File: config.mk
export PLATFORM = sky130hd
export DESIGN_NAME = acc_readout
export DESIGN_NICKNAME = d
export VERILOG_FILES = /design/src/rtl/acc_readout_pkg.sv /design/src/rtl/acc_result_bank.sv /design/src/rtl/acc_lock_ctrl.sv /design/src/rtl/acc_read_port.sv /design/src/rtl/acc_readout.sv
export SDC_FILE = /design/constraint.sdc
export NUM_CORES = 1
export LEC_CHECK = 0
export BUFFER_PORTS_ARGS = -buffer_cell sky130_fd_sc_hd__buf_2
export CORE_MARGIN = 2
export CORE_UTILIZATION = 45
export CTS_BUF_LIST = sky130_fd_sc_hd__clkbuf_4
export DETAILED_ROUTE_END_ITERATION = 10
export PLACE_DENSITY_LB_ADDON = 0.05
export SYNTH_ARGS = -nofsm -noshare
export SYNTH_HDL_FRONTEND = slang
export SYNTH_SLANG_ARGS = --single-unit
export TNS_END_PERCENT = 1
File: constraint.sdc
create_clock -name clk -period 2.9 [get_ports clk]
set_input_delay 0.145 -clock clk [delete_from_list [all_inputs] [get_ports clk]]
set_output_delay 0.145 -clock clk [all_outputs]
set_load 0.005 [all_outputs]
File: src/rtl/acc_readout_pkg.sv
package acc_readout_pkg;
  localparam int NUM_RES = 4;
  localparam int ADDR_W  = 3;

  typedef enum logic [ADDR_W-1:0] {
    A_IP   = 3'd0,
    A_ID   = 3'd1,
    A_QD   = 3'd2,
    A_QP   = 3'd3,
    A_NEW  = 3'd4,
    A_MISS = 3'd5,
    A_CLR  = 3'd6
  } reg_addr_e;
endpackage

File: src/rtl/acc_result_bank.sv
module acc_result_bank #(
  parameter int ACC_W = 16,
  parameter int NUM   = 4,
  localparam int IDX_W = $clog2(NUM)
) (
  input  logic                 clk,
  input  logic                 rst,
  input  logic                 cap_en,
  input  logic [NUM*ACC_W-1:0] cap_data,
  input  logic [IDX_W-1:0]     rd_idx,
  output logic [ACC_W-1:0]     rd_val,
  output logic [NUM*ACC_W-1:0] stored
);
  logic [ACC_W-1:0] store_q [NUM];

  for (genvar g = 0; g < NUM; g++) begin : g_ent
    always_ff @(posedge clk) begin
      if (rst)         store_q[g] <= '0;
      else if (cap_en) store_q[g] <= cap_data[g*ACC_W +: ACC_W];
    end
    assign stored[g*ACC_W +: ACC_W] = store_q[g];
  end

  assign rd_val = store_q[rd_idx];
endmodule

File: src/rtl/acc_lock_ctrl.sv
module acc_lock_ctrl (
  input  logic clk,
  input  logic rst,
  input  logic chan_en,
  input  logic dump,
  input  logic qp_rd,
  input  logic clr_wr,
  output logic locked,
  output logic missed,
  output logic capture,
  output logic release_o
);
  logic qp_rd_q;

  // Falling edge of the quadrature-prompt read strobe releases the lock.
  assign release_o = chan_en & qp_rd_q & ~qp_rd;
  assign capture   = chan_en & dump & (~locked | release_o);

  always_ff @(posedge clk) begin
    if (rst || !chan_en) qp_rd_q <= 1'b0;
    else                 qp_rd_q <= qp_rd;
  end

  always_ff @(posedge clk) begin
    if (rst || !chan_en) locked <= 1'b0;
    else if (capture)    locked <= 1'b1;
    else if (release_o)  locked <= 1'b0;
  end

  always_ff @(posedge clk) begin
    if (rst || !chan_en)                        missed <= 1'b0;
    else if (dump && locked && !release_o)      missed <= 1'b1;
    else if (clr_wr)                            missed <= 1'b0;
  end


  new_set_chk: assert property (@(posedge clk) disable iff (rst)
    chan_en && dump |=> locked);

  missed_set_chk: assert property (@(posedge clk) disable iff (rst)
    chan_en && dump && locked && !release_o |=> missed);

  missed_hold_chk: assert property (@(posedge clk) disable iff (rst)
    chan_en && missed && !clr_wr |=> missed);

  chan_clear_chk: assert property (@(posedge clk) disable iff (rst)
    !chan_en |=> !locked && !missed);

  release_chk: assert property (@(posedge clk) disable iff (rst)
    release_o && !dump |=> !locked);

  coincide_chk: assert property (@(posedge clk) disable iff (rst)
    release_o && dump && !missed |=> locked && !missed);
endmodule

File: src/rtl/acc_read_port.sv
module acc_read_port
  import acc_readout_pkg::*;
#(
  parameter int ACC_W = 16
) (
  input  logic              clk,
  input  logic              rst,
  input  logic              rd_en,
  input  logic [ADDR_W-1:0] addr,
  input  logic [ACC_W-1:0]  bank_val,
  input  logic              new_bit,
  input  logic              missed_bit,
  output logic [ACC_W-1:0]  rd_data
);
  logic [ACC_W-1:0] mux_val;

  always_comb begin
    mux_val = '0;
    case (addr)
      A_IP, A_ID, A_QD, A_QP: mux_val = bank_val;
      A_NEW:                  mux_val[0] = new_bit;
      A_MISS:                 mux_val[0] = missed_bit;
      default:                mux_val = '0;
    endcase
  end

  always_ff @(posedge clk) begin
    if (rst)        rd_data <= '0;
    else if (rd_en) rd_data <= mux_val;
  end


  rd_hold_chk: assert property (@(posedge clk) disable iff (rst)
    !rd_en |=> $stable(rd_data));
endmodule

File: src/rtl/acc_readout.sv
module acc_readout
  import acc_readout_pkg::*;
#(
  parameter int ACC_W = 16
) (
  input  logic              clk,
  input  logic              rst,
  input  logic              chan_rst_n,
  input  logic              dump,
  input  logic [ACC_W-1:0]  acc_ip,
  input  logic [ACC_W-1:0]  acc_id,
  input  logic [ACC_W-1:0]  acc_qd,
  input  logic [ACC_W-1:0]  acc_qp,
  input  logic              rd_en,
  input  logic              wr_en,
  input  logic [ADDR_W-1:0] addr,
  output logic [ACC_W-1:0]  rd_data
);
  localparam int IDX_W = $clog2(NUM_RES);

  logic                     locked, missed, capture, rel;
  logic [NUM_RES*ACC_W-1:0] cap_data, stored;
  logic [ACC_W-1:0]         bank_val;
  logic                     qp_rd, clr_wr;

  assign cap_data = {acc_qp, acc_qd, acc_id, acc_ip};
  assign qp_rd    = rd_en && (addr == A_QP);
  assign clr_wr   = wr_en && (addr == A_CLR);

  acc_lock_ctrl u_ctrl (
    .clk(clk), .rst(rst), .chan_en(chan_rst_n), .dump(dump),
    .qp_rd(qp_rd), .clr_wr(clr_wr), .locked(locked), .missed(missed),
    .capture(capture), .release_o(rel)
  );

  acc_result_bank #(.ACC_W(ACC_W), .NUM(NUM_RES)) u_bank (
    .clk(clk), .rst(rst), .cap_en(capture), .cap_data(cap_data),
    .rd_idx(addr[IDX_W-1:0]), .rd_val(bank_val), .stored(stored)
  );

  acc_read_port #(.ACC_W(ACC_W)) u_rport (
    .clk(clk), .rst(rst), .rd_en(rd_en), .addr(addr), .bank_val(bank_val),
    .new_bit(locked), .missed_bit(missed), .rd_data(rd_data)
  );


  locked_hold_chk: assert property (@(posedge clk) disable iff (rst)
    locked && !rel |=> $stable(stored));
endmodule

==> impl_metrics.ini, run 1 <==
[outcome]
status = finished, final reports clean

[power_and_ir_drop]
powerDensity_nw_per_um2 = 467
irDropWorstVdd_uv = 266
leakage_nw = 1.92

[detailed_routing]
routed_wl_mm = 6.91
detail_route.first_pass.iterations = 4
drc_errors = 0
wire_per_inst_um = 14.7
via_per_inst = 4.78
drt_iter0_drc = 97
via_count = 2244
antenna_left = 0

[timing]
min_period_ps = 1990
rsz0062_at_grt = false
tightest_slew_ps = 1190
finalHoldViolCount = 0
max_freq_mhz = 502
whs_ps = 15.7
clock_skew_ps = 19.1
finalMaxSlewViolations = 0
finalSetupTns_ps = 0
slew_headroom_pct = 20.1
period_share_pct = 68.7
setup_viol = 0

[yosys]
ys_warn_count = 0
synth-simple-area-share_pct = 14.3
syn-mean-instance-area_um2 = 16.1
syn_inst = 216
async_reset_ff_share_pct = 0
synthesis.area_um2 = 3480
syn_nets = 289
synth_seq_area_share_pct = 66.2
synthMuxAreaShare_pct = 10.6
synth_fa_ha_area_share_pct = 0
synth_edf_count = 64
synth_top_family_by_area = simple AND/OR/NAND/NOR gates
synth_cell_types = 27
synth-compound-area-share_pct = 5.61
ys_ff_latch = 83
synth_xor_area_share_pct = 0
synth_ff_type = edfxtp_1

[clocking]
cts_buffers = 9
clk_path_buf_depth = 2
cts-root-buf = clkbuf_4
cts_tree = yes
htree_levels = 3
clkTransAtPathRegs_ps = 130
numClockSinks = 83
insertion_delay_ps = 420

[global_routing]
grt_start_max_net_pins = 65
grt_pass1_wl_mm = 11.0
grt_pass1_vias = 2261
grt.overflow.total = 0
grt_usage_pct = 17.2
antenna_found_initial = 0

[place]
io_buffers = 88
placed_cell_area_um2 = 3980
dp_hpwl_mm = 4.03
gp_congestion = 0.709

[floorplanning]
die_w_um = 91.9
ios = 89
core_um2 = 7610
num_rows = 32
die_area_um2 = 8450
start_util_pct = 45.7
die_y_um = 91.9

[min_path]
hold-path-endpoint = u_bank.store_q[3][12]
min_path_type = in -> reg
min_from = acc_qp[12]
hold_path_depth = 2

[worst_setup_path]
worstSetupStartpoint = rst
reg2regPathDepth = 3
r2r-end = u_bank.store_q[0][7]
critPathMaxFanout = 64
cpMaxStageDelayCell = o21ai_4
critical_path_arrival_ps = 2270
critPathLaunchType = primary input
worstReg2RegStart = u_ctrl.qp_rd_q
critPathMaxStageDelay_ps = 930
end_kind = flip-flop
cp_cell_sequence = dlygate4sd3_1 > buf_2 > nand4b_1 > o21ai_4 > and2_1
rrSetupSlack_ps = 1040
required_ps = 3170
timing_worst_setup_path_type = in -> reg

[final_layout]
final_nets = 435
final_cell_mix = buf_2, and2_1, edfxtp_1, dlygate4sd3_1, dfxtp_1
final_common_cell = buf_2
seq_area_um2 = 2300
fin_area_um2 = 4610
multi_input_area_um2 = 1060
drive_above_1_share_pct = 34.3
fillers = 634
synthToLayoutAreaGrowth_pct = 32.6
antenna_cells = 0

[run]
cap_violations = 0
==> layer usage <==
metal | vias up | share of wire, % | GRT usage, %
li1 | 1098 | - | -
met1 | 1077 | 43 | 22.1
met2 | 57 | 51 | 28.8
met3 | 12 | 4.4 | 3.70
met4 | 0 | 1.8 | 6.72
met5 | - | 0 | 0
==> synth_stat cells (all sizes together) (2+ instances only) <==
cell type	count	area (um2)
nand2	3	11.3
nor2	2	7.51
mux4	15	338
buf	11	108
dfxtp	19	380
edfxtp	64	1920
o21ai	2	21.3
a21oi	2	10.0
and2	64	400
mux2i	3	30.0
nand4b	2	17.5
a22o	15	131
nand2b	3	18.8
==> sequential cells by signal, indices dropped and copies added, names as in the netlist <==
register / flops
u_ctrl.missed: 1
u_bank.store_q: 64
u_ctrl.qp_rd_q: 1
u_rport.rd_data: 16
u_ctrl.locked: 1
==> report_power, final <==
group	switching (mW)	internal, mW	leakage [nW]
combinational	0.0981	0.146	1.02
sequential	0.0171	1.34	0.844
clock	0.384	0.165	0.0603
==> logic make-up (layout without fill, tap and decap cells) <==
group	Yosys count	count (layout)
simple gates	79	79
compound gates	23	23
buf+inv	13	164
flops	83	83
mux	18	18
==> how the worst max path moves through the flow <==
| stage | end | cells after the start | slack [ps] |
|---|---|---|---|
| 6_report | u_bank.store_q[0][7] | 5 | 910 |
| 5_1_grt | u_bank.store_q[0][4] | 5 | 670 |
| 4_1_cts | u_bank.store_q[0][8] | 5 | 880 |
| 3_5_place_dp | u_bank.store_q[0][8] | 4 | 970 |
| 3_3_place_gp | u_bank.store_q[3][3] | 4 | 1010 |
| 2_1_floorplan | u_bank.store_q[0][0] | 3 | 930 |
==> layout make-up <==
| type | instances | share of cell area, % |
|---|---|---|
| inverters | 1 | 0.0814 |
| well taps | 102 | 2.77 |
| repair buffers | 147 | 22.0 |
| flip-flops and latches | 83 | 49.9 |
| clock buffers | 9 | 1.46 |
| multi-input cells | 120 | 23.0 |
| clock inverters | 7 | 0.759 |
==> worst max-delay path: cells and delay by family <==
family	cells	cell delay, ps
and+or+nand+nor	2	470
AOI/OAI and AO/OA	1	930
buffers and inverters	2	690
==> repair_timing <==
item | 4_1_cts | 5_1_grt
hold buffers | 47 | 6
hold endpoints to repair | 47 | 6
buffers inserted | 0 | 0
resized for setup | 0 | 0
==> through the flow <==
stage / cells / total power [mW] / worst slack [ps] / utilization [%]
global placement: 400 / 1.58 / 1010 / 52.3
detailed placement: 400 / 1.58 / 975 / 52.3
floorplan: 216 / 1.50 / 934 / -
global route: 469 / 2.26 / 675 / 60.6
CTS: 463 / 2.17 / 875 / 59.9
finish: 469 / 2.16 / 909 / 60.6
Note: power is estimated with default switching activity, not from simulation.
==> run 2: changes to the inputs <==
==> constraint.sdc (replaced) <==
create_clock -name clk -period 1.8 [get_ports clk]
set_input_delay 0.09 -clock clk [delete_from_list [all_inputs] [get_ports clk]]
set_output_delay 0.09 -clock clk [all_outputs]
set_load 0.005 [all_outputs]
==> run 2 against run 1 <==
- worst hold slack improved by 30 ps
- sequential power rose by 61%
- highest routed layer unchanged
- critical path depth fell by 2
- global-route usage rose by 1.4 points
- via count rose by 3.9%
- count of clock-buffer cells in the layout rose by 1
- non-clock buffer count rose by 21
- combinational power rose by 82%
- design area rose by 5.5%
- final cell count rose by 4.5%
- critical path type is now reg -> reg
==> impl_metrics.ini, run 2 (same netlist as run 1, synthesis figures left out) <==
[global_routing]
grt_usage_pct = 18.6
antenna_found_initial = 0
grt_start_max_net_pins = 65
grt_pass1_wl_mm = 11.9
grt.overflow.total = 0
grt_pass1_vias = 2572

[power_and_ir_drop]
fin_total_pwr_mw = 3.54
irDropWorstVdd_uv = 405
p_sw_share_pct = 23.0
p_switching_mw = 0.815
pwr-share-seq_pct = 61.9
p_int_mw = 2.73
leakage_nw = 2.04
power_frac_comb_pct = 12.6
powerDensity_nw_per_um2 = 728
clockPowerShare_pct = 25.5

[detailed_routing]
drc_errors = 0
routed_wl_mm = 7.28
detail_route.first_pass.iterations = 4
via_per_inst = 4.76
wire_per_inst_um = 14.9
drt_iter0_drc = 89
via_count = 2332
antenna_left = 0

[clocking]
clkTransAtPathRegs_ps = 120
cts_setup_buffers = 0
cts_tree = yes
cts-root-buf = clkbuf_4
insertion_delay_ps = 420
cts_buffers = 9
htree_levels = 3
clk_path_buf_depth = 2
numClockSinks = 83

[worst_setup_path]
required_ps = 2080
critPathBufInv = 0
reg2regPathDepth = 3
cpMaxStageDelayCell = o21ai_4
critical_path_arrival_ps = 2030
end_kind = flip-flop
critPathLaunchType = flip-flop
cp_top_family = compound AO/OA/AOI/OAI gates
cp_cell_sequence = nand4b_1 > o21ai_4 > and2_1
worstReg2RegStart = u_ctrl.qp_rd_q
rrSetupSlack_ps = 50
timing_worst_setup_path_type = reg -> reg
critPathMaxFanout = 64
critPathMaxStageDelay_ps = 880
r2r-end = u_bank.store_q[0][6]

[final_layout]
final_cell_mix = buf_2, dlygate4sd3_1, and2_1, edfxtp_1, dfxtp_1
antenna_cells = 0
fillers = 584
largest_reg_flops = 64
drive_above_1_share_pct = 33.5
largest-register = u_bank.store_q
final_nets = 456
stdcell_count = 490
synthToLayoutAreaGrowth_pct = 40.0
fin_util_pct = 64.0
reg.largest.list = u_bank.store_q (64), u_rport.rd_data (16)
final_common_cell = buf_2

[run]
cap_violations = 0

[min_path]
min_path_type = in -> reg
hold-path-endpoint = u_ctrl.qp_rd_q
hold_path_depth = 3
min_from = rd_en

[floorplanning]
ios = 89
die_y_um = 91.9
num_rows = 32
die_w_um = 91.9
die_area_um2 = 8450
core_um2 = 7610
start_util_pct = 45.7

[timing]
rsz0062_at_grt = true
clock_skew_ps = 12.5
period_share_pct = 97.2
tightest_slew_ps = 1120
finalHoldViolCount = 0
whs_ps = 46.1
min_period_ps = 1750
finalMaxSlewViolations = 0
setup_viol = 0
slew_headroom_pct = 25.3
max_freq_mhz = 572

[place]
gp_congestion = 0.735
io_buffers = 88
dp.cells = 403
dp_hpwl_mm = 4.17

[outcome]
status = finished, final reports clean
[run 2: metrics by stage]
| step | worst slack [ps] | area, um2 | setup TNS (ps) |
|---|---|---|---|
| 4_1_cts | -19.5 | 4870 | -187 |
| 6_report | 50.5 | 4870 | 0 |
| 3_3_place_gp | 9.92 | 4050 | 0 |
| 3_5_place_dp | -63.0 | 4050 | -2390 |
| 5_1_grt | -155 | 4870 | -7790 |
| 2_1_floorplan | 184 | 3490 | 0 |
[run 2: worst register-to-register path: stages, from the launching register on]
cell and delay [ps]:
dfxtp_2 350, nand4b_1 130, o21ai_4 880, and2_1 270
[run 2: worst max path at each step]
stage / slack, ps / cells after the start / from / end
finish: 50 / 3 / u_ctrl.qp_rd_q / u_bank.store_q[0][6]
global route: -160 / 3 / u_ctrl.qp_rd_q / u_bank.store_q[2][3]
CTS: -20 / 3 / u_ctrl.qp_rd_q / u_bank.store_q[1][6]
detailed placement: -60 / 4 / rd_en / u_bank.store_q[1][11]
global placement: 10 / 4 / rd_en / u_bank.store_q[3][3]
floorplan: 180 / 3 / u_ctrl.qp_rd_q / u_bank.store_q[0][0]
[run 2: layout make-up]
class | instances | area [um2] | share of cell area (%)
Timing Repair Buffer | 168 | 1260 | 25.8
Multi-Input combinational cell | 120 | 1070 | 22.0
Clock buffer | 10 | 75.1 | 1.54
Inverter | 1 | 3.75 | 0.0771
Tap cell | 102 | 128 | 2.62
Sequential cell | 83 | 2300 | 47.3
Clock inverter | 6 | 32.5 | 0.668
[run 2: what timing repair did]
action                                  in CTS  in global routing
endpoints found under the hold margin       68                  0
endpoints found under the setup margin      64                 64
gates resized for setup                      1                  0
pin swaps                                   15                 12
hold buffers                                71                  0
[run 2: routing by layer]
metal  share of wire [%]  wire (um)  track usage (%)
met5                   0          0                0
met4                 1.8        131             7.34
met3                 4.1        295             4.52
met2                  55       3980             33.8
met1                  39       2870             21.0
[run 2: power groups by stage]
stage | sequential, mW | clock, mW | combinational (mW)
2_1_floorplan | 2.23 | 0 | 0.185
4_1_cts | 2.20 | 0.943 | 0.446
5_1_grt | 2.20 | 1.02 | 0.484
3_3_place_gp | 2.23 | 0 | 0.327
6_report | 2.19 | 0.905 | 0.445
3_5_place_dp | 2.24 | 0 | 0.331
